**src/rtl/dbg_mailbox_pkg.sv**
```systemverilog
package dbg_mailbox_pkg;

  typedef enum logic [1:0] {
    REG_NONE = 2'd0,
    REG_CTRL = 2'd1,
    REG_DATA = 2'd2
  } dbg_reg_e;

  localparam int VER_W = 4;
  localparam int DOWN_BIT = 0;
  localparam int UP_BIT = 1;

endpackage

```
**src/rtl/dbg_mb_slot.sv**
```systemverilog
module dbg_mb_slot #(
  parameter int W         = 32,
  parameter bit OVERWRITE = 1'b0
) (
  input  logic         clk_i,
  input  logic         rst_ni,
  input  logic         put_i,
  input  logic [W-1:0] put_data_i,
  input  logic         take_i,
  output logic         full_o,
  output logic [W-1:0] data_o
);

  logic         full_q;
  logic [W-1:0] data_q;
  logic         put_ok;

  // the policy for a put into a full slot is chosen per direction
  generate
    if (OVERWRITE) begin : g_replace
      assign put_ok = put_i;
    end else begin : g_drop
      assign put_ok = put_i & ~full_q;
    end
  endgenerate

  always_ff @(posedge clk_i) begin
    if (!rst_ni) begin
      full_q <= 1'b0;
      data_q <= '0;
    end else begin
      full_q <= put_ok | (full_q & ~take_i);
      if (put_ok) data_q <= put_data_i;
    end
  end

  assign full_o = full_q;
  assign data_o = data_q;

endmodule

```
**src/rtl/dbg_mb_regif.sv**
```systemverilog
module dbg_mb_regif
  import dbg_mailbox_pkg::*;
#(
  parameter int          DATA_W    = 32,
  parameter int          ADDR_W    = 5,
  parameter int          CTRL_ADDR = 4,
  parameter int          DATA_ADDR = 5,
  parameter logic [3:0]  VERSION   = 4'd6
) (
  input  logic [ADDR_W-1:0] addr_i,
  input  logic              wr_i,
  input  logic              rd_i,
  input  logic              down_full_i,
  input  logic              up_full_i,
  input  logic [DATA_W-1:0] up_word_i,
  output logic [DATA_W-1:0] rdata_o,
  output logic              put_down_o,
  output logic              pop_up_o
);

  function automatic dbg_reg_e decode(input logic [ADDR_W-1:0] a);
    if (a == ADDR_W'(CTRL_ADDR)) return REG_CTRL;
    if (a == ADDR_W'(DATA_ADDR)) return REG_DATA;
    return REG_NONE;
  endfunction

  function automatic logic [DATA_W-1:0] pack_status(input logic dn, input logic up);
    logic [DATA_W-1:0] v;
    v = '0;
    v[DATA_W-1 -: VER_W] = VERSION;
    v[DOWN_BIT] = dn;
    v[UP_BIT]   = up;
    return v;
  endfunction

  dbg_reg_e sel;

  always_comb begin
    sel = decode(addr_i);
    unique case (sel)
      REG_CTRL: rdata_o = pack_status(down_full_i, up_full_i);
      REG_DATA: rdata_o = up_word_i;
      default:  rdata_o = '0;
    endcase
  end

  // status writes have no writable bits, so only the data window acts
  assign put_down_o = wr_i & (sel == REG_DATA);
  assign pop_up_o   = rd_i & (sel == REG_DATA);

endmodule

```
**src/rtl/dbg_mailbox.sv**
```systemverilog
module dbg_mailbox #(
  parameter int         DATA_W    = 32,
  parameter int         ADDR_W    = 5,
  parameter int         CTRL_ADDR = 4,
  parameter int         DATA_ADDR = 5,
  parameter logic [3:0] VERSION   = 4'd6
) (
  input  logic              clk_i,
  input  logic              rst_ni,
  input  logic [ADDR_W-1:0] dbg_addr_i,
  input  logic              dbg_wr_i,
  input  logic              dbg_rd_i,
  input  logic [DATA_W-1:0] dbg_wdata_i,
  output logic [DATA_W-1:0] dbg_rdata_o,
  input  logic              core_wr_i,
  input  logic [DATA_W-1:0] core_wdata_i,
  output logic              core_tx_ready_o,
  input  logic              core_rd_i,
  output logic [DATA_W-1:0] core_rdata_o,
  output logic              core_rx_valid_o
);

  // named events, also used by the bound checker
  logic              dbg_put_down;
  logic              dbg_pop_up;
  logic              core_put_up;
  logic              core_take_down;
  logic              down_full;
  logic              up_full;
  logic              up_drop;
  logic [DATA_W-1:0] down_word;
  logic [DATA_W-1:0] up_word;

  assign core_put_up    = core_wr_i;
  assign core_take_down = core_rd_i;
  assign up_drop        = core_put_up & up_full;

  dbg_mb_regif #(
    .DATA_W   (DATA_W),
    .ADDR_W   (ADDR_W),
    .CTRL_ADDR(CTRL_ADDR),
    .DATA_ADDR(DATA_ADDR),
    .VERSION  (VERSION)
  ) regif_i (
    .addr_i     (dbg_addr_i),
    .wr_i       (dbg_wr_i),
    .rd_i       (dbg_rd_i),
    .down_full_i(down_full),
    .up_full_i  (up_full),
    .up_word_i  (up_word),
    .rdata_o    (dbg_rdata_o),
    .put_down_o (dbg_put_down),
    .pop_up_o   (dbg_pop_up)
  );

  // debugger to core: a new word replaces a pending one
  dbg_mb_slot #(.W(DATA_W), .OVERWRITE(1'b1)) down_i (
    .clk_i     (clk_i),
    .rst_ni    (rst_ni),
    .put_i     (dbg_put_down),
    .put_data_i(dbg_wdata_i),
    .take_i    (core_take_down),
    .full_o    (down_full),
    .data_o    (down_word)
  );

  // core to debugger: a word posted into a full slot is lost
  dbg_mb_slot #(.W(DATA_W), .OVERWRITE(1'b0)) up_i (
    .clk_i     (clk_i),
    .rst_ni    (rst_ni),
    .put_i     (core_put_up),
    .put_data_i(core_wdata_i),
    .take_i    (dbg_pop_up),
    .full_o    (up_full),
    .data_o    (up_word)
  );

  assign core_rdata_o    = down_word;
  assign core_rx_valid_o = down_full;
  assign core_tx_ready_o = ~up_full;

endmodule

```
**config.mk**
```make
export PLATFORM = sky130hd
export DESIGN_NAME = dbg_mailbox
export DESIGN_NICKNAME = d
export VERILOG_FILES = /design/src/rtl/dbg_mailbox_pkg.sv /design/src/rtl/dbg_mb_slot.sv /design/src/rtl/dbg_mb_regif.sv /design/src/rtl/dbg_mailbox.sv
export SDC_FILE = /design/constraint.sdc
export NUM_CORES = 1
export LEC_CHECK = 0
export BUFFER_PORTS_ARGS = -buffer_cell sky130_fd_sc_hd__buf_2
export CAP_MARGIN = 20
export CORE_ASPECT_RATIO = 0.6
export CORE_MARGIN = 2
export CORE_UTILIZATION = 50
export DETAILED_ROUTE_END_ITERATION = 12
export GPL_TIMING_DRIVEN = 0
export PLACE_DENSITY = 0.81
export REMOVE_ABC_BUFFERS = 1
export SLEW_MARGIN = 10
export SYNTH_ARGS = -nofsm -noshare
export SYNTH_HDL_FRONTEND = slang
export SYNTH_HIERARCHICAL = 1
export SYNTH_SLANG_ARGS = --single-unit
export TNS_END_PERCENT = 30
```
**constraint.sdc**
```tcl
create_clock -name clk_i -period 3 [get_ports clk_i]
set_input_delay 0.15 -clock clk_i [delete_from_list [all_inputs] [get_ports clk_i]]
set_output_delay 0.15 -clock clk_i [all_outputs]
set_load 0.005 [all_outputs]
```
==> results by group <==
CTS
  • Root buf cell: clkbuf_8
  • Post-CTS Hold Fix Bufs: 0
  • Clk slew on worst S/H paths: ~80 ps
  • Total setup buffers inserted after CTS: 0
  • H-tree Lvls: 3
  • CTS tree: done
  • Clock tree buffer depth: 2
  • Clock latency on the worst-skew pair: 340 ps
  • Num CTS Buffers: 9
  • CTS Sinks: 66
  • Resized Gates After CTS: 0

Synth
  • Post-synth EDFFs: 0
  • Yosys top cell area share: 0.4465
  • #FFs+latches synth: 66
  • Post-Syn Instances: 297
  • YS warnings: 6
  • Mapped Area: 0.002959 sq mm
  • Top cells by count, synth: dfxtp_1 (66), mux2i_1 (66), nand2_1 (65)
  • Top FF cell, synth: dfxtp_1
  • Syn Area/Cell: 9.963 sq um
  • Register area share after synthesis: 0.4465
  • Top cell type by total area after synthesis: dfxtp_1
  • Share of flip-flops with an asynchronous set or reset: 0
  • Area contributors post-synth: dfxtp_1 (45%), mux2i_1 (22%), nand2_1 (8.2%)
  • Synth cell types: 18

Timing
  • Slew HR: 0.4571
  • Worst slew pin tran: 814.3 ps
  • RSZ-0062 raised after global routing: false
  • Skew final: 5.851 ps
  • Final setup viols: 0
  • Final period util: 0.5831
  • Final Critical Period: 1749 ps
  • Final slew viol count: 0
  • F_max: approximately 570 MHz
  • Final hold vios: 0

Critical path
  • CP max FO: 27
  • CP Capture Type: flop
  • FF-to-FF setup slack: 1710 ps
  • Reg2reg path depth: 3
  • CP required: about 3200 ps
  • CP arrival: 1980 ps
  • CP endpoint: down_i/data_o[0]
  • R2R Path End: up_i/data_o[15]
  • R2R Path Start: up_i/full_o
  • Crit start category: primary input
  • Setup crit start: dbg_addr_i[1]
  • Critical Setup Path Class: primary input to flop

Global route
  • GRT overflow: 0
  • Initial antenna violation count: 0
  • Largest net degree at the start of global routing: 99
  • Vias in the first global route: 2366
  • First-pass GRT wire length: around 11000 um
  • Gr usage total: 0.2081

Power
  • Sw frac: 0.2182
  • Internal: 1570 uW
  • NetSw: 438.1 uW
  • Clock power frac: 0.456
  • Combinational fraction of design power: 0.084
  • Sequential share of power: 0.459
  • Pwr Total: ~2000 uW
  • Maximum vdd drop: 0.3199 mV
  • Leak: 0.001895 uW
  • PwrDens: 524.0 mW/mm^2

Placed design
  • GPL Wtd Cong: 0.7283
  • Port Buffers: 140
  • DP Area: roughly 0.0036 sq mm
  • Dpl hpwl: 4657 um
  • Placed insts: 494

Hold path
  • Hold WC Path Type: primary input to flop

Floorplanning
  • Die Y: 63.59 um
  • Total I/O pin count: 141
  • Core ar.: 0.005649 sq mm
  • DIE WIDTH: 103.3 um
  • Num rows: 21
  • Initial cell density of the core: 0.5238
  • Die area: 0.006570 sq mm

Final layout
  • Final Non-Filler Cells: 511
  • Synth-to-Final Area Change: 29.51%
  • Fin area: 0.003832 sq mm
  • Fraction of layout cells with a size suffix above 1: 0.3828
  • Post-layout nets: between 500 and 600
  • ANT cells: 0
  • Post-layout util: 0.6784

Routing
  • DR vias/cell: about 4.8
  • Post-route DRC violation count: 0
  • Final WL: ~6700 um
  • Wirelength per Cell: 13.03 um
  • First DRT Iteration DRCs: a little over 80
  • Via count: 2445
  • Final ANT Viol Nets: 0
  • First-pass DRT Iterations: 4

Run status
  • Status: finished, final reports clean

Flow run
  • Max_cap viols: 0
==> per-stage QoR <==
stage	TNS [ps]	setup WS (ps)	hold slack, ps
floorplan	0	475.0	267.5
global placement	-11490	-379.4	398.9
detailed placement	0	487.7	404.9
CTS	0	836.4	27.85
global route	0	1205	47.01
finish	0	1251	52.98
==> cell usage in the layout, fill, tap and decap left out <==
| master | synthesis | layout |
|---|---|---|
| a21oi_2 | 2 | 2 |
| nor2_1 | 2 | 2 |
| o211a_1 | 1 | 1 |
| buf_2 | 5 | 139 |
| bufinv_16 | 0 | 3 |
| clkinv_4 | 0 | 1 |
| clkinvlp_4 | 0 | 2 |
| nor2b_1 | 33 | 33 |
| or4b_4 | 1 | 1 |
| buf_4 | 1 | 1 |
| buf_6 | 5 | 1 |
| nor4b_4 | 1 | 1 |
| inv_1 | 3 | 3 |
| nor2b_4 | 0 | 1 |
| mux2i_1 | 66 | 66 |
| buf_12 | 6 | 2 |
| nand2_1 | 65 | 65 |
| dfxtp_1 | 66 | 66 |
| and3_2 | 0 | 1 |
| clkbuf_8 | 0 | 10 |
| o21a_1 | 1 | 1 |
| and3_1 | 30 | 29 |
==> per-layer routing <==
| metal | wire length, um | share of wire | vias up | track usage |
|---|---|---|---|---|
| met1 | 2826 | 0.42 | 1092 | 0.2368 |
| met4 | 101 | 0.015 | 0 | 0.08553 |
| li1 | - | - | 1234 | - |
| met5 | 0 | 0 | - | 0 |
| met2 | 3006 | 0.45 | 108 | 0.3312 |
| met3 | 722 | 0.11 | 11 | 0.1032 |
==> layout make-up <==
type                       instances  area, sq um
inverter                           3        11.26
clock buffer                      10        137.6
timing repair buffer             143        754.5
clock inverter                     6        113.9
multi-input combinational        203         1394
tap                               80        100.1
sequential                        66         1321
fill                             466         1817
==> kinds of logic (layout without fill, tap and decap cells) <==
logic type,Yosys count,count (layout),share of synthesized area
AND/OR/NAND/NOR,133,133,0.2338
flip-flops,66,66,0.4465
multiplexers,66,66,0.2233
buffers and inverters,28,162,0.08457
AO/OA/AOI/OAI,4,4,0.01184
==> sequential cells by signal (all words and copies together) (netlist names) <==
| name | cells |
|---|---|
| down_i/data_o | 32 |
| down_i/full_o | 1 |
| up_i/data_o | 32 |
| up_i/full_o | 1 |
==> worst max-delay path, cell delays in order <==
cell	delay [ps]
buf_2	120
nor4b_4	500
buf_6	260
and3_2	350
buf_12	250
mux2i_1	240
nor2b_1	70
==> power groups by stage <==
stage / logic [uW] / clock network [uW] / registers (uW)
after floorplan: 76.3 / 0 / 939
after global placement: 161 / 0 / 940
after detailed placement: 169 / 0 / 942
after CTS: 170 / 941 / 922
after global routing: 188 / 984 / 925
final: 169 / 917 / 922
==> worst min path at each step <==
stage	startpoint	end	cells past startpoint
floorplan	rst_ni	down_i/full_o	1
global placement	core_wdata_i[18]	up_i/data_o[18]	3
detailed placement	core_wdata_i[18]	up_i/data_o[18]	3
CTS	core_wdata_i[18]	up_i/data_o[18]	3
global route	core_wdata_i[7]	up_i/data_o[7]	3
finish	core_wdata_i[5]	up_i/data_o[5]	3
Power figures use the tool's default switching activity.
